==> config.mk <==
export PLATFORM = sky130hd
export DESIGN_NAME = wide_modred
export DESIGN_NICKNAME = d
export VERILOG_FILES = /design/src/rtl/wide_modred.sv
export SDC_FILE = /design/constraint.sdc
export NUM_CORES = 2
export LEC_CHECK = 0
export CAP_MARGIN = 20
export CORE_AREA = 2 2 368 370
export CTS_CLUSTER_SIZE = 30
export DETAILED_ROUTE_END_ITERATION = 6
export DIE_AREA = 0 0 370 372
export GPL_TIMING_DRIVEN = 0
export PLACE_DENSITY_LB_ADDON = 0.08
export SYNTH_ARGS = -nofsm -noshare
export SYNTH_HDL_FRONTEND = slang
export SYNTH_SLANG_ARGS = --single-unit
export TNS_END_PERCENT = 10
==> constraint.sdc <==
create_clock -name clk -period 10.9 [get_ports clk]
set_input_delay 3.27 -clock clk [delete_from_list [all_inputs] [get_ports clk]]
set_output_delay 3.27 -clock clk [all_outputs]
set_load 0.01 [all_outputs]
==> src/rtl/wide_modred.sv <==
module wide_modred #(
  parameter int IN_W = 512,
  parameter int MOD_W = 253,
  parameter logic [MOD_W-1:0] MODULUS =
    253'h1000000000000000000000000000000014def9dea2f79cd65812631a5cf5d3ed
) (
  input  logic             clk,
  input  logic             rst_n,
  input  logic             start,
  input  logic [IN_W-1:0]  digest,
  output logic             busy,
  output logic             done,
  output logic [MOD_W-1:0] result
);
  localparam int CW = $clog2(IN_W + 1);

  logic [IN_W-1:0]  shreg;
  logic [MOD_W-1:0] acc;
  logic [MOD_W-1:0] keep_q;
  logic [MOD_W-1:0] diff_q;
  logic             neg_q;
  logic             phase;
  logic [CW-1:0]    bits_left;
  logic [MOD_W+1:0] sub;

  assign sub    = {1'b0, acc, shreg[IN_W-1]} - {2'b00, MODULUS};
  assign result = acc;

  always_ff @(posedge clk) begin
    if (!rst_n) begin
      shreg     <= '0;
      acc       <= '0;
      keep_q    <= '0;
      diff_q    <= '0;
      neg_q     <= 1'b0;
      phase     <= 1'b0;
      bits_left <= '0;
      busy      <= 1'b0;
      done      <= 1'b0;
    end else begin
      done <= 1'b0;
      if (!busy) begin
        if (start) begin
          shreg     <= digest;
          acc       <= '0;
          phase     <= 1'b0;
          bits_left <= CW'(IN_W);
          busy      <= 1'b1;
        end
      end else if (!phase) begin
        keep_q <= {acc[MOD_W-2:0], shreg[IN_W-1]};
        diff_q <= sub[MOD_W-1:0];
        neg_q  <= |sub[MOD_W+1:MOD_W];
        phase  <= 1'b1;
      end else begin
        acc       <= neg_q ? keep_q : diff_q;
        shreg     <= {shreg[IN_W-2:0], 1'b0};
        phase     <= 1'b0;
        bits_left <= bits_left - 1'b1;
        if (bits_left == CW'(1)) begin
          busy <= 1'b0;
          done <= 1'b1;
        end
      end
    end
  end
endmodule

# [Yosys cells after proc, flatten, opt, wreduce, memory -nomap -nowiden]
# Index checks and enable logic that the tools add are counted.
[word_totals] output_inout_bits=255 ff_bits=1285 wordCells=37
[classes] n_reduce_logical=5 muxes=18 n_addsub=2 n_bitwise=1 eq_ne=2
[op_table] cell="2-to-1 mux 512 bit" n=3
[op_table] cell="2-to-1 mux 253 bit" n=4
[op_table] cell="subtractor 254 x 253 -> 255 bit, second input constant" n=1
[op_table] cell="2-to-1 mux 10 bit" n=3
[op_table] cell="equality test 10 x 1 -> 1 bit, second input constant" n=1
[op_table] cell="subtractor 10 x 1 -> 10 bit, second input constant" n=1
[op_table] cell="2-to-1 mux 1 bit" n=8
[op_table] cell="AND reduction 2 bit" n=2
[op_table] cell="AND reduction 3 bit" n=1
[op_table] cell="!= test 2 x 1 -> 1 bit, second input constant" n=1
[op_table] cell="nonzero test 2 bit" n=1
[op_table] cell="OR reduction 2 bit" n=1
[op_table] cell="NOT 1 bit" n=1

# [Logic depth before layout (Yosys ltp)]
[logic_depth] depth_word=4 mapped_depth=13

# [Least setup slack after synthesis]
# No wires, ideal clock.
[synth_timing] kind="input to register" start="input start" end="register shreg[401]" slack_ps=6306 setup_ps=137 arrival_time_ps=4457 n_path_buf=3 required_ps=10763 stages=6 path_cell_list="nand2_1 nand2_1 clkbuf_1 clkbuf_1 clkbuf_1 a211oi_1"
[synth_between] elab_chain_len=2
[synth_lines] item="start, declared" line_no="9" source="input logic start,"
[synth_lines] item="nonzero test 2 bit (no source line)"
[synth_lines] item="AND reduction 2 bit (no source line)"
[synth_lines] item="end signal, assigned" line_no="44" source="shreg <= digest;"
[synth_lines] item="end signal, assigned" line_no="57" source="shreg <= {shreg[IN_W-2:0], 1'b0};"
[synth_lines] item="end, declared" line_no="17" source="logic [IN_W-1:0] shreg;"
# No other way between the ends.
# A chain may end at the register's enable or synchronous reset.

# [Final worst setup path]
[layout_timing] start="input rst_n" end="register shreg[464]"
[layout_lines] item="start, declared" line_no="8" source="input logic rst_n,"
# No word-level cell between the ends.

==> run summary <==
Hold path depth = 2
Cell depth of the worst flop-to-flop path = 11
Post-synthesis instance area = 59,800 um^2
Cell area after placement = 69,900 um^2
Most used DFF post-synth = dfxtp_1
Max frequency = 0.165 GHz
Worst clock skew on the final layout = 32.7 ps
Remaining max-slew budget at the tightest pin = 16.1%
Area overhead of the layout relative to synthesis = 25.0%
Number of antenna violations at the first check in global routing = 76
Area of the multi-input gates = 31,600 um^2
Number of levels in the clock H-tree = 4
Post-synthesis async set-or-reset flop share = 0%
Postcts setup bufs = 0
Insertion delay to the later sink of the worst-skew pair = 780 ps
Post-cts repair resize count = 0
Drt drc = 0
Final setup violation count = 0
CTS max path bufs = 3
CP Capture Type = flop
Start point of the worst hold path = diff_q[14]
Crit Reg-Reg Endpoint = diff_q[244]
Most common library cell in the layout ignoring fill and taps = dfxtp_1
Maximum number of pins on one net before global-route repair = 17
Setup repair after global routing missed its margin = no
Worst min path class = reg2reg
Detailed Routing Iterations Pass 1 = 6
Summed area of non-filler cells in the final layout = 74,700 um^2
Area of the placeable core = 134,000 um^2
Chip height = 372 um
Top-level port count = 770
Worst r2r src = result[87]
Die X-Extent = 370 um
Final total negative setup slack = 0 ps
Required time at the worst-slack endpoint = 11,520 ps
Master cell of the clock root buffer = clkbuf_16
Largest vdd supply drop = 134 uV
Pins Over Slew Limit = 0
Register area share after synthesis = 43.0%
MaxCap Viol Count = 0
Leftover overflow at the end of global routing = 0
Number of fill cells in the layout = 12,700
Crit-path max FO = 11
Cell count after placement = 9,838
Synthesized area per cell = 8.22 um^2
Row cnt = 135
Global-route wire length before repair = 342,000 um
CTS Hold Bufs = 0
Die Outline Area = 138,000 um^2
Register Area = 25,700 um^2
Clock period minus final worst setup slack = 6060 ps
Cell leakage power = 27.0 nW
Total clock buffers created by CTS = 145
RePlAce Congestion = 0.998
Overall routing resource usage = 32.4%
Hpwl dp = 178,000 um
Result of the run = finished, final reports clean
Slew at the pin closest to its max-slew limit = 1250 ps
Layout cells sized above 1 = 3.47%
Number of register bits inferred by synthesis = 1,285
Post-detailed-route count of antenna-violating nets = 0
DR iter-0 viols = 5,076
Critical Path AT = 6670 ps
Synth warnings = 0
Initial Utilization = 44.5%
Hold Violations, Final = 0
Period Utilization, post-route = 55.6%
Fin cells = 10,100
Final wirelength = 231,000 um
Final #Nets = 8,722
Setup CP Type = in2reg
Synthesized netlist cell count = 7,271
Average wire per standard cell = 22.8 um
Commonest non-fill, non-tap cells in the layout = dfxtp_1 (1,285), nor2_1 (1,241), nand2_1 (835)
Total via count after detailed routing = 57,700
Unique cell type count in the Yosys netlist = 86
Buffers on Ports = 769
Slack of the worst reg-to-reg path = 4990 ps
Startpoint Class = input pin
Number of sinks handled by clock tree synthesis = 1,285
Hold Crit Endpoint = diff_q[14]
Via count of the first global-routing pass = 54,700
Power density over the cells = 158 nW/um^2
Syn_nets = 7,789
Via-to-Cell Ratio = 5.69
EDFF count, synth = 0
Clock tree from TritonCTS = built
Clock slew at the register clock pins of the worst setup and hold paths = 60 ps
==> critical path, stage by stage <==
cell             delay [ps]
clkdlybuf4s50_1         600
inv_2                   300
clkbuf_1                840
clkbuf_1                900
clkbuf_1                630
a211oi_1                100
==> cell usage after synthesis, drive strengths merged, types with 9 or more instances <==
| cell type | count | area (um^2) |
|---|---|---|
| xor2 | 111 | 972 |
| o211ai | 16 | 120 |
| mux2i | 764 | 7650 |
| nand3 | 96 | 480 |
| a21oi | 681 | 3410 |
| nand4 | 55 | 350 |
| nor3 | 94 | 470 |
| nand2 | 835 | 3130 |
| a21o | 11 | 82.6 |
| dfxtp | 1285 | 25700 |
| or2 | 22 | 138 |
| or3 | 49 | 312 |
| and2 | 26 | 163 |
| or4 | 21 | 169 |
| and3 | 28 | 175 |
| and4 | 9 | 78.8 |
| nor2 | 1241 | 4660 |
| nand4b | 13 | 114 |
| nor2b | 21 | 131 |
| o31ai | 9 | 67.6 |
| nor3b | 9 | 67.6 |
| clkbuf | 582 | 2190 |
| nand3b | 13 | 97.6 |
| nand2b | 21 | 131 |
| buf | 46 | 191 |
| nor4 | 65 | 437 |
| o21bai | 12 | 90.1 |
| nor4b | 15 | 131 |
| nor4bb | 10 | 100 |
| a31oi | 27 | 169 |
| a311oi | 9 | 85.1 |
| inv | 32 | 120 |
| xnor2 | 112 | 981 |
| a211oi | 568 | 4260 |
| o21ai | 238 | 1190 |
==> flip-flops by register name (all words and copies together) (netlist names) <==
name,flops
shreg,512
neg_q,1
busy,1
done,1
bits_left,10
result,253
diff_q,253
phase,1
keep_q,253
==> routing by layer <==
layer,share of wire [%],up-vias,GRT usage (%)
li1,-,27400,-
met1,41,27400,40.9
met2,45,2267,51.6
met3,8.2,560,7.86
met4,5.3,76,16.0
met5,0.21,-,0
==> logic make-up after synthesis <==
family | after synthesis | share of synthesized area (%)
xor gates and xnor gates | 223 | 3.27
and+or+nand+nor | 2666 | 19.4
AOI/OAI and AO/OA | 1670 | 17.3
buffers and inverters | 660 | 4.18
adders and majority gates | 3 | 0.0628
DFF | 1285 | 43.0
muxes | 764 | 12.8
==> layout make-up <==
class / count / share of cell area, %
Multi-Input combinational cell: 5326 / 42.3
Timing Repair Buffer: 786 / 10.5
Sequential cell: 1285 / 34.4
Antenna cell: 45 / 0.151
Buffer: 628 / 3.19
Clock inverter: 37 / 0.609
Tap cell: 1781 / 2.98
Clock buffer: 214 / 5.69
Inverter: 32 / 0.161
==> report_power, final <==
group          internal [mW]  switching (mW)  leakage (nW)
clock                   2.90            2.02          2.31
combinational          0.703            1.03          14.2
sequential              4.97           0.167          10.5
total                   8.58            3.21          27.0
==> per-stage QoR <==
stage                     power, mW  setup slack, ps  util (%)  hold slack, ps
after global routing           12.2             4780      55.6             465
after detailed placement       6.93             4140      52.1             443
after floorplan                6.25             6310         -             424
after CTS                      11.8             4960      55.6             451
final                          11.8             4840      55.6             450
after global placement         6.89             4120      51.9             435
==> worst max path at each step <==
stage / start / to / depth (start not counted)
after floorplan: start / shreg[401] / 6
final: rst_n / shreg[464] / 6
after global placement: rst_n / shreg[0] / 6
after CTS: rst_n / shreg[464] / 6
after detailed placement: rst_n / shreg[464] / 6
after global routing: rst_n / keep_q[252] / 6
Power figures use the tool's default switching activity.
